<file path="src/rtl/tmr_pkg.sv">
package tmr_pkg;
   localparam int ADDR_W = 3;

   localparam logic [ADDR_W-1:0] A_CTL  = 3'd0;
   localparam logic [ADDR_W-1:0] A_MODE = 3'd1;
   localparam logic [ADDR_W-1:0] A_REF  = 3'd2;
   localparam logic [ADDR_W-1:0] A_CNT  = 3'd3;
   localparam logic [ADDR_W-1:0] A_CAP  = 3'd4;
   localparam logic [ADDR_W-1:0] A_EVT  = 3'd5;

   localparam int CTL_HOLD_B   = 0;
   localparam int CTL_RUN_B    = 4;
   localparam int MD_RESTART_B = 3;
   localparam int MD_REFIE_B   = 4;
   localparam int MD_EDGE_LO   = 6;
   localparam int MD_PS_LO     = 8;

   localparam int EV_CAP_B = 0;
   localparam int EV_REF_B = 1;
   localparam int EV_N     = 2;

   typedef enum logic [1:0] {
      EDGE_OFF  = 2'b00,
      EDGE_RISE = 2'b01,
      EDGE_FALL = 2'b10,
      EDGE_ANY  = 2'b11
   } edge_sel_e;
endpackage

</file>
<file path="src/rtl/tmr_prescale.sv">
module tmr_prescale #(
   parameter int PSW = 8
) (
   input  logic           clk,
   input  logic           rst_n,
   input  logic           clr,
   input  logic           run,
   input  logic [PSW-1:0] div,
   output logic           tick
);
   logic [PSW-1:0] pc_q;

   assign tick = run & ~clr & (pc_q == div);

   always_ff @(posedge clk or negedge rst_n) begin
      if (!rst_n)     pc_q <= '0;
      else if (clr)   pc_q <= '0;
      else if (run)   pc_q <= (pc_q == div) ? '0 : pc_q + 1'b1;
   end
endmodule

</file>
<file path="src/rtl/tmr_counter.sv">
module tmr_counter #(
   parameter int CW = 16
) (
   input  logic          clk,
   input  logic          rst_n,
   input  logic          clr,
   input  logic          tick,
   input  logic          restart,
   input  logic          ld,
   input  logic [CW-1:0] ld_val,
   input  logic [CW-1:0] ref_val,
   output logic [CW-1:0] cnt,
   output logic          match
);
   logic [CW-1:0] cnt_q;
   logic [CW-1:0] nxt;

   assign nxt   = cnt_q + 1'b1;
   assign match = tick & ~ld & ~clr & (nxt == ref_val);
   assign cnt   = cnt_q;

   always_ff @(posedge clk or negedge rst_n) begin
      if (!rst_n)      cnt_q <= '0;
      else if (clr)    cnt_q <= '0;
      else if (ld)     cnt_q <= ld_val;
      else if (tick)   cnt_q <= (match & restart) ? '0 : nxt;
   end
endmodule

</file>
<file path="src/rtl/tmr_capture.sv">
module tmr_capture
   import tmr_pkg::*;
#(
   parameter int CW          = 16,
   parameter int SYNC_STAGES = 0
) (
   input  logic          clk,
   input  logic          rst_n,
   input  logic          clr,
   input  logic          strobe,
   input  logic [1:0]    mode,
   input  logic [CW-1:0] cnt,
   output logic [CW-1:0] cap_val,
   output logic          hit
);
   logic s;
   logic prev_q;
   logic rise, fall, sel;
   logic [CW-1:0] cap_q;

   generate
      if (SYNC_STAGES == 0) begin : g_direct
         assign s = strobe;
      end else begin : g_sync
         logic [SYNC_STAGES-1:0] sh_q;
         always_ff @(posedge clk or negedge rst_n) begin
            if (!rst_n) sh_q <= '0;
            else begin
               sh_q[0] <= strobe;
               for (int i = 1; i < SYNC_STAGES; i++) sh_q[i] <= sh_q[i-1];
            end
         end
         assign s = sh_q[SYNC_STAGES-1];
      end
   endgenerate

   assign rise = s & ~prev_q;
   assign fall = ~s & prev_q;

   always_comb begin
      case (edge_sel_e'(mode))
         EDGE_RISE: sel = rise;
         EDGE_FALL: sel = fall;
         EDGE_ANY:  sel = rise | fall;
         default:   sel = 1'b0;
      endcase
   end

   assign hit     = sel & ~clr;
   assign cap_val = cap_q;

   always_ff @(posedge clk or negedge rst_n) begin
      if (!rst_n) begin
         prev_q <= 1'b0;
         cap_q  <= '0;
      end else begin
         prev_q <= s;
         if (clr)      cap_q <= '0;
         else if (hit) cap_q <= cnt;
      end
   end
endmodule

</file>
<file path="src/rtl/tmr_events.sv">
module tmr_events #(
   parameter int N = 2
) (
   input  logic         clk,
   input  logic         rst_n,
   input  logic         clr,
   input  logic [N-1:0] set,
   input  logic [N-1:0] wclr,
   output logic [N-1:0] ev
);
   generate
      for (genvar i = 0; i < N; i++) begin : g_flag
         logic f_q;
         always_ff @(posedge clk or negedge rst_n) begin
            if (!rst_n)      f_q <= 1'b0;
            else if (clr)    f_q <= 1'b0;
            else if (set[i]) f_q <= 1'b1;
            else if (wclr[i]) f_q <= 1'b0;
         end
         assign ev[i] = f_q;
      end
   endgenerate
endmodule

</file>
<file path="src/rtl/tmr_chan.sv">
module tmr_chan
   import tmr_pkg::*;
#(
   parameter int CW          = 16,
   parameter int PSW         = 8,
   parameter int SYNC_STAGES = 0
) (
   input  logic              clk,
   input  logic              rst_n,
   input  logic              reg_wr,
   input  logic [ADDR_W-1:0] reg_addr,
   input  logic [CW-1:0]     reg_wdata,
   output logic [CW-1:0]     reg_rdata,
   input  logic              cap_in,
   output logic              irq,
   output logic              ref_pulse
);
   localparam int MODE_TOP = MD_PS_LO + PSW;

   generate
      if (CW < 8) begin : g_bad_cw
         $error("tmr_chan: CW must be at least 8");
      end
      if (MODE_TOP > CW) begin : g_bad_psw
         $error("tmr_chan: prescale field does not fit the mode register");
      end
   endgenerate

   logic          run_q, hold_q;
   logic [CW-1:0] mode_q, ref_q;
   logic          clr, tick, match, hit, pulse_q;
   logic [CW-1:0] cnt, cap_val;
   logic [EV_N-1:0] ev, ev_set, ev_wclr;
   logic          wr_ctl, wr_mode, wr_ref, wr_cnt, wr_evt;

   assign wr_ctl  = reg_wr & (reg_addr == A_CTL);
   assign wr_mode = reg_wr & (reg_addr == A_MODE);
   assign wr_ref  = reg_wr & (reg_addr == A_REF);
   assign wr_cnt  = reg_wr & (reg_addr == A_CNT);
   assign wr_evt  = reg_wr & (reg_addr == A_EVT);

   assign clr = ~run_q;

   always_ff @(posedge clk or negedge rst_n) begin
      if (!rst_n) begin
         run_q   <= 1'b0;
         hold_q  <= 1'b0;
         mode_q  <= '0;
         ref_q   <= '0;
         pulse_q <= 1'b0;
      end else begin
         if (wr_ctl) begin
            run_q  <= reg_wdata[CTL_RUN_B];
            hold_q <= reg_wdata[CTL_HOLD_B];
         end
         if (wr_mode) mode_q <= reg_wdata;
         if (wr_ref)  ref_q  <= reg_wdata;
         pulse_q <= match;
      end
   end

   tmr_prescale #(.PSW(PSW)) u_ps (
      .clk  (clk),
      .rst_n(rst_n),
      .clr  (clr),
      .run  (~hold_q),
      .div  (mode_q[MD_PS_LO +: PSW]),
      .tick (tick)
   );

   tmr_counter #(.CW(CW)) u_cnt (
      .clk    (clk),
      .rst_n  (rst_n),
      .clr    (clr),
      .tick   (tick),
      .restart(mode_q[MD_RESTART_B]),
      .ld     (wr_cnt),
      .ld_val (reg_wdata),
      .ref_val(ref_q),
      .cnt    (cnt),
      .match  (match)
   );

   tmr_capture #(.CW(CW), .SYNC_STAGES(SYNC_STAGES)) u_cap (
      .clk    (clk),
      .rst_n  (rst_n),
      .clr    (clr),
      .strobe (cap_in),
      .mode   (mode_q[MD_EDGE_LO +: 2]),
      .cnt    (cnt),
      .cap_val(cap_val),
      .hit    (hit)
   );

   always_comb begin
      ev_set           = '0;
      ev_set[EV_REF_B] = match;
      ev_set[EV_CAP_B] = hit;
      ev_wclr          = wr_evt ? reg_wdata[EV_N-1:0] : '0;
   end

   tmr_events #(.N(EV_N)) u_ev (
      .clk  (clk),
      .rst_n(rst_n),
      .clr  (clr),
      .set  (ev_set),
      .wclr (ev_wclr),
      .ev   (ev)
   );

   always_comb begin
      reg_rdata = '0;
      case (reg_addr)
         A_CTL: begin
            reg_rdata[CTL_RUN_B]  = run_q;
            reg_rdata[CTL_HOLD_B] = hold_q;
         end
         A_MODE:  reg_rdata = mode_q;
         A_REF:   reg_rdata = ref_q;
         A_CNT:   reg_rdata = cnt;
         A_CAP:   reg_rdata = cap_val;
         A_EVT:   reg_rdata[EV_N-1:0] = ev;
         default: reg_rdata = '0;
      endcase
   end

   assign irq       = ev[EV_CAP_B] | (ev[EV_REF_B] & mode_q[MD_REFIE_B]);
   assign ref_pulse = pulse_q;
endmodule

</file>
<file path="config.mk">
export PLATFORM = sky130hd
export DESIGN_NAME = tmr_chan
export DESIGN_NICKNAME = d
export VERILOG_FILES = /design/src/rtl/tmr_pkg.sv /design/src/rtl/tmr_prescale.sv /design/src/rtl/tmr_counter.sv /design/src/rtl/tmr_capture.sv /design/src/rtl/tmr_events.sv /design/src/rtl/tmr_chan.sv
export SDC_FILE = /design/constraint.sdc
export NUM_CORES = 1
export LEC_CHECK = 0
export BUFFER_PORTS_ARGS = -buffer_cell sky130_fd_sc_hd__buf_2
export CAP_MARGIN = 20
export CELL_PAD_IN_SITES_DETAIL_PLACEMENT = 1
export CELL_PAD_IN_SITES_GLOBAL_PLACEMENT = 1
export CORE_MARGIN = 8
export CORE_UTILIZATION = 53
export CTS_BUF_LIST = sky130_fd_sc_hd__clkbuf_4
export CTS_CLUSTER_SIZE = 16
export DETAILED_ROUTE_END_ITERATION = 12
export GPL_TIMING_DRIVEN = 0
export PLACE_DENSITY = 0.87
export SLEW_MARGIN = 30
export SYNTH_ARGS = -nofsm -noshare
export SYNTH_HDL_FRONTEND = slang
export SYNTH_SLANG_ARGS = --single-unit
</file>
<file path="constraint.sdc">
create_clock -name clk -period 3.82 [get_ports clk]
set_input_delay 0.191 -clock clk [delete_from_list [all_inputs] [get_ports clk]]
set_output_delay 0.191 -clock clk [all_outputs]
set_load 0.02 [all_outputs]
</file>
==> impl_metrics.csv <==
group,metric,value,unit
worst_hold_path,hold_path.class,"input port to flop",
detailed_routing,via_per_inst,6.22,
floorplanning,io_pins,41,
timing,relSlewSlack,33.3,%
timing,setup_ws,1040,ps
clocking,cts_tree,"done",
synth,async_flop_share,100,%
power_and_ir_drop,vdd_ir_drop_max,0.000222,V
timing,finalHoldViolCount,0,
clocking,clock_path_buffers,2,
timing,rsz0062_at_grt,"false",
synth,synth-edff-count,0,
clocking,cts_setup_buffers,0,
layout,final_nets,556,
synth,seq_area_frac_synth,41.7,%
placement,dp_hpwl,10300,µm
detailed_routing,dr.pass1.iters,5,
global_route,grt_pass1_vias,4299,
detailed_routing,vias,3989,
setup_path,cp_max_fo,10,
clocking,cts_hold_buf,12,
placement,detailedPlace.worstSlack,1140,ps
timing,timing.final.crit_share,72.7,%
layout,area_growth,12.9,%
synth,syn_area,4680,µm²
clocking,numCtsBuffers,9,
clocking,insertion_delay,460,ps
synth,synth_top_flop_cell,"dfrtp_1",
run,maxCapViolCount,0,
layout,fin_area,5290,µm²
timing,slew_viol_final,0,
detailed_routing,drt_iter0_markers,222,
timing,fmax,360,MHz
timing,finClkSkew,27.1,ps
placement,place_congestion,0.831,
setup_path,cp_data_required_time,4160,ps
power_and_ir_drop,p_per_area,416,nW/µm²
global_route,grt_max_degree,51,
detailed_routing,routedWlPerCell,22.3,µm
synth,ys_seq_elements,78,
outcome,status,"finished clean",
setup_path,path_class,"flop to flop",
floorplanning,core_area,8640,µm²
synth,syn_area_per_cell,10.1,µm²
floorplanning,die_x,110,µm
clocking,root_buffer,"clkbuf_4",
global_route,antenna_found_initial,0,
clocking,cts_sinks,78,
floorplanning,num_rows,34,
timing,hold_ws,11.2,ps
layout,nFillCells,981,
power_and_ir_drop,p_leak,2.25,nW
placement,place_area,5050,µm²
clocking,ctsResizeCount,0,
detailed_routing,postRouteAntennaNets,0,
global_route,overflow,0,
layout,drive_gt1_share,24.6,%
floorplanning,design.die.area,12100,µm²
placement,portBuffers,39,
layout,seqCellArea,1950,µm²
synth,synth_warnings,0,
clocking,path_clk_slew,120,ps
global_route,grt_usage,25.0,%
layout,multiInputGateArea,2520,µm²
setup_path,cp-end-kind,"flop",
setup_path,crit_path_start_kind,"flop",
floorplanning,initial_core_util,54.2,%
global_route,grt_pass1_wl,23000,µm
timing,fin_crit,2780,ps
synth,ys_types,57,
floorplanning,die_h,110,µm
setup_path,cp_data_arrival_time,3120,ps
detailed_routing,drc,0,
layout,diodes,0,
detailed_routing,wl,14300,µm
clocking,htreeDepth,3,
timing,worst_pin_slew,1000,ps
synth,synthCells,464,
timing,tns,0,ps
timing,setup_viol,0,
synth,synth_fp_nets,492,
[cell usage after synthesis (all sizes together) (5+ instances only)]
| master | n | share of area, % |
|---|---|---|
| xnor2 | 40 | 7.5 |
| mux2i | 30 | 6.4 |
| o21ai | 32 | 4.2 |
| o22ai | 14 | 1.9 |
| a21oi | 7 | 0.75 |
| nand2 | 39 | 3.2 |
| and3 | 6 | 0.80 |
| a22oi | 18 | 2.9 |
| ha | 5 | 1.3 |
| inv | 10 | 0.80 |
| mux2 | 34 | 8.2 |
| nor2 | 35 | 2.8 |
| nor3 | 9 | 1.1 |
| nand3 | 11 | 1.3 |
| nand4 | 9 | 2.0 |
| nor4 | 8 | 1.7 |
| nor2b | 6 | 0.80 |
| buf | 18 | 2.3 |
| xor2 | 5 | 0.93 |
| clkbuf | 17 | 1.4 |
| dfrtp | 78 | 42 |
[cell type report]
| class | count | area share (%) |
|---|---|---|
| flip-flops and latches | 78 | 36.9 |
| well taps | 108 | 2.56 |
| inverters | 10 | 0.710 |
| clock buffers | 9 | 1.28 |
| multi-input cells | 341 | 47.7 |
| plain buffers | 35 | 3.29 |
| clock inverters | 7 | 0.781 |
| repair buffers | 53 | 6.79 |
[report_power, final]
part | total, W | leakage, nW | switching [W] | internal (W)
clock network | 0.000438 | 0.0669 | 0.000309 | 0.000129
logic | 0.000695 | 1.17 | 0.000391 | 0.000304
registers | 0.00107 | 1.02 | 0.000135 | 0.000934
[final timing paths]
kind | start | end | slack [ps] | cells after the start
worst max-delay path | u_cnt.cnt[1] | u_cnt.cnt[12] | 1040 | 10
worst min-delay path | reg_wdata[3] | u_cnt.cnt[3] | 10 | 3
worst max register to register | u_cnt.cnt[1] | u_cnt.cnt[12] | 1040 | 10
worst min register to register | mode_q[2] | mode_q[2] | 530 | 1
max in group asynchronous | rst_n | ref_q[9] | 3090 | 3
min in group asynchronous | rst_n | mode_q[1] | 150 | 2
[flip-flops by register name, summed over array words and instances, names as in the netlist]
| register | flops |
|---|---|
| mode_q | 16 |
| u_ev.g_flag.f_q | 2 |
| u_cap.prev_q | 1 |
| u_ps.pc_q | 8 |
| u_cnt.cnt | 16 |
| run_q | 1 |
| ref_q | 16 |
| hold_q | 1 |
| u_cap.cap_val | 16 |
| ref_pulse | 1 |
[stage by stage]
step,power (W),instances,utilization [%]
after floorplan,0.00152,464,-
after global placement,0.00171,611,58.1
after detailed placement,0.00176,612,58.5
after CTS,0.00219,640,61.1
after global routing,0.00230,641,61.2
final,0.00220,641,61.2
[worst max-delay path, cell delays in order (launching register included)]
cell     delay [ps]
dfrtp_1         540
ha_1            310
nand3_2         130
buf_2           230
nor4_1          320
a21oi_1         140
nor4_2          330
nand4_2         210
nand2_2         200
buf_12          170
o21ai_2          70
[kinds of logic (layout without fill, tap and decap cells)]
| group | count (synthesis) | in the layout | synth area share, % |
|---|---|---|---|
| mux | 65 | 65 | 15.1 |
| simple gates | 142 | 142 | 16.8 |
| xor+xnor | 45 | 45 | 8.41 |
| compound gates | 84 | 84 | 12.2 |
| flops | 78 | 78 | 41.7 |
| buf+inv | 45 | 114 | 4.51 |
| fa+ha+maj | 5 | 5 | 1.34 |
[layout by cell type, fill, tap and decap left out, types with 18 or more instances in the layout]
master / synthesis / layout
nand2_1: 38 / 38
mux2_2: 34 / 34
xnor2_1: 40 / 40
mux2i_1: 30 / 30
buf_2: 12 / 50
dfrtp_1: 78 / 78
nor2_1: 35 / 35
o21ai_0: 22 / 22
a22oi_1: 18 / 18
[layer usage]
layer  GRT usage (%)  up-vias  routed length [µm]
met5               0        -                   0
met4            8.87        0                 315
met3            4.13       31                 666
met2            43.4      128                7230
met1            30.7     2046                6070
li1                -     1784                   -
No activity file was read; power rests on OpenSTA's default activity.
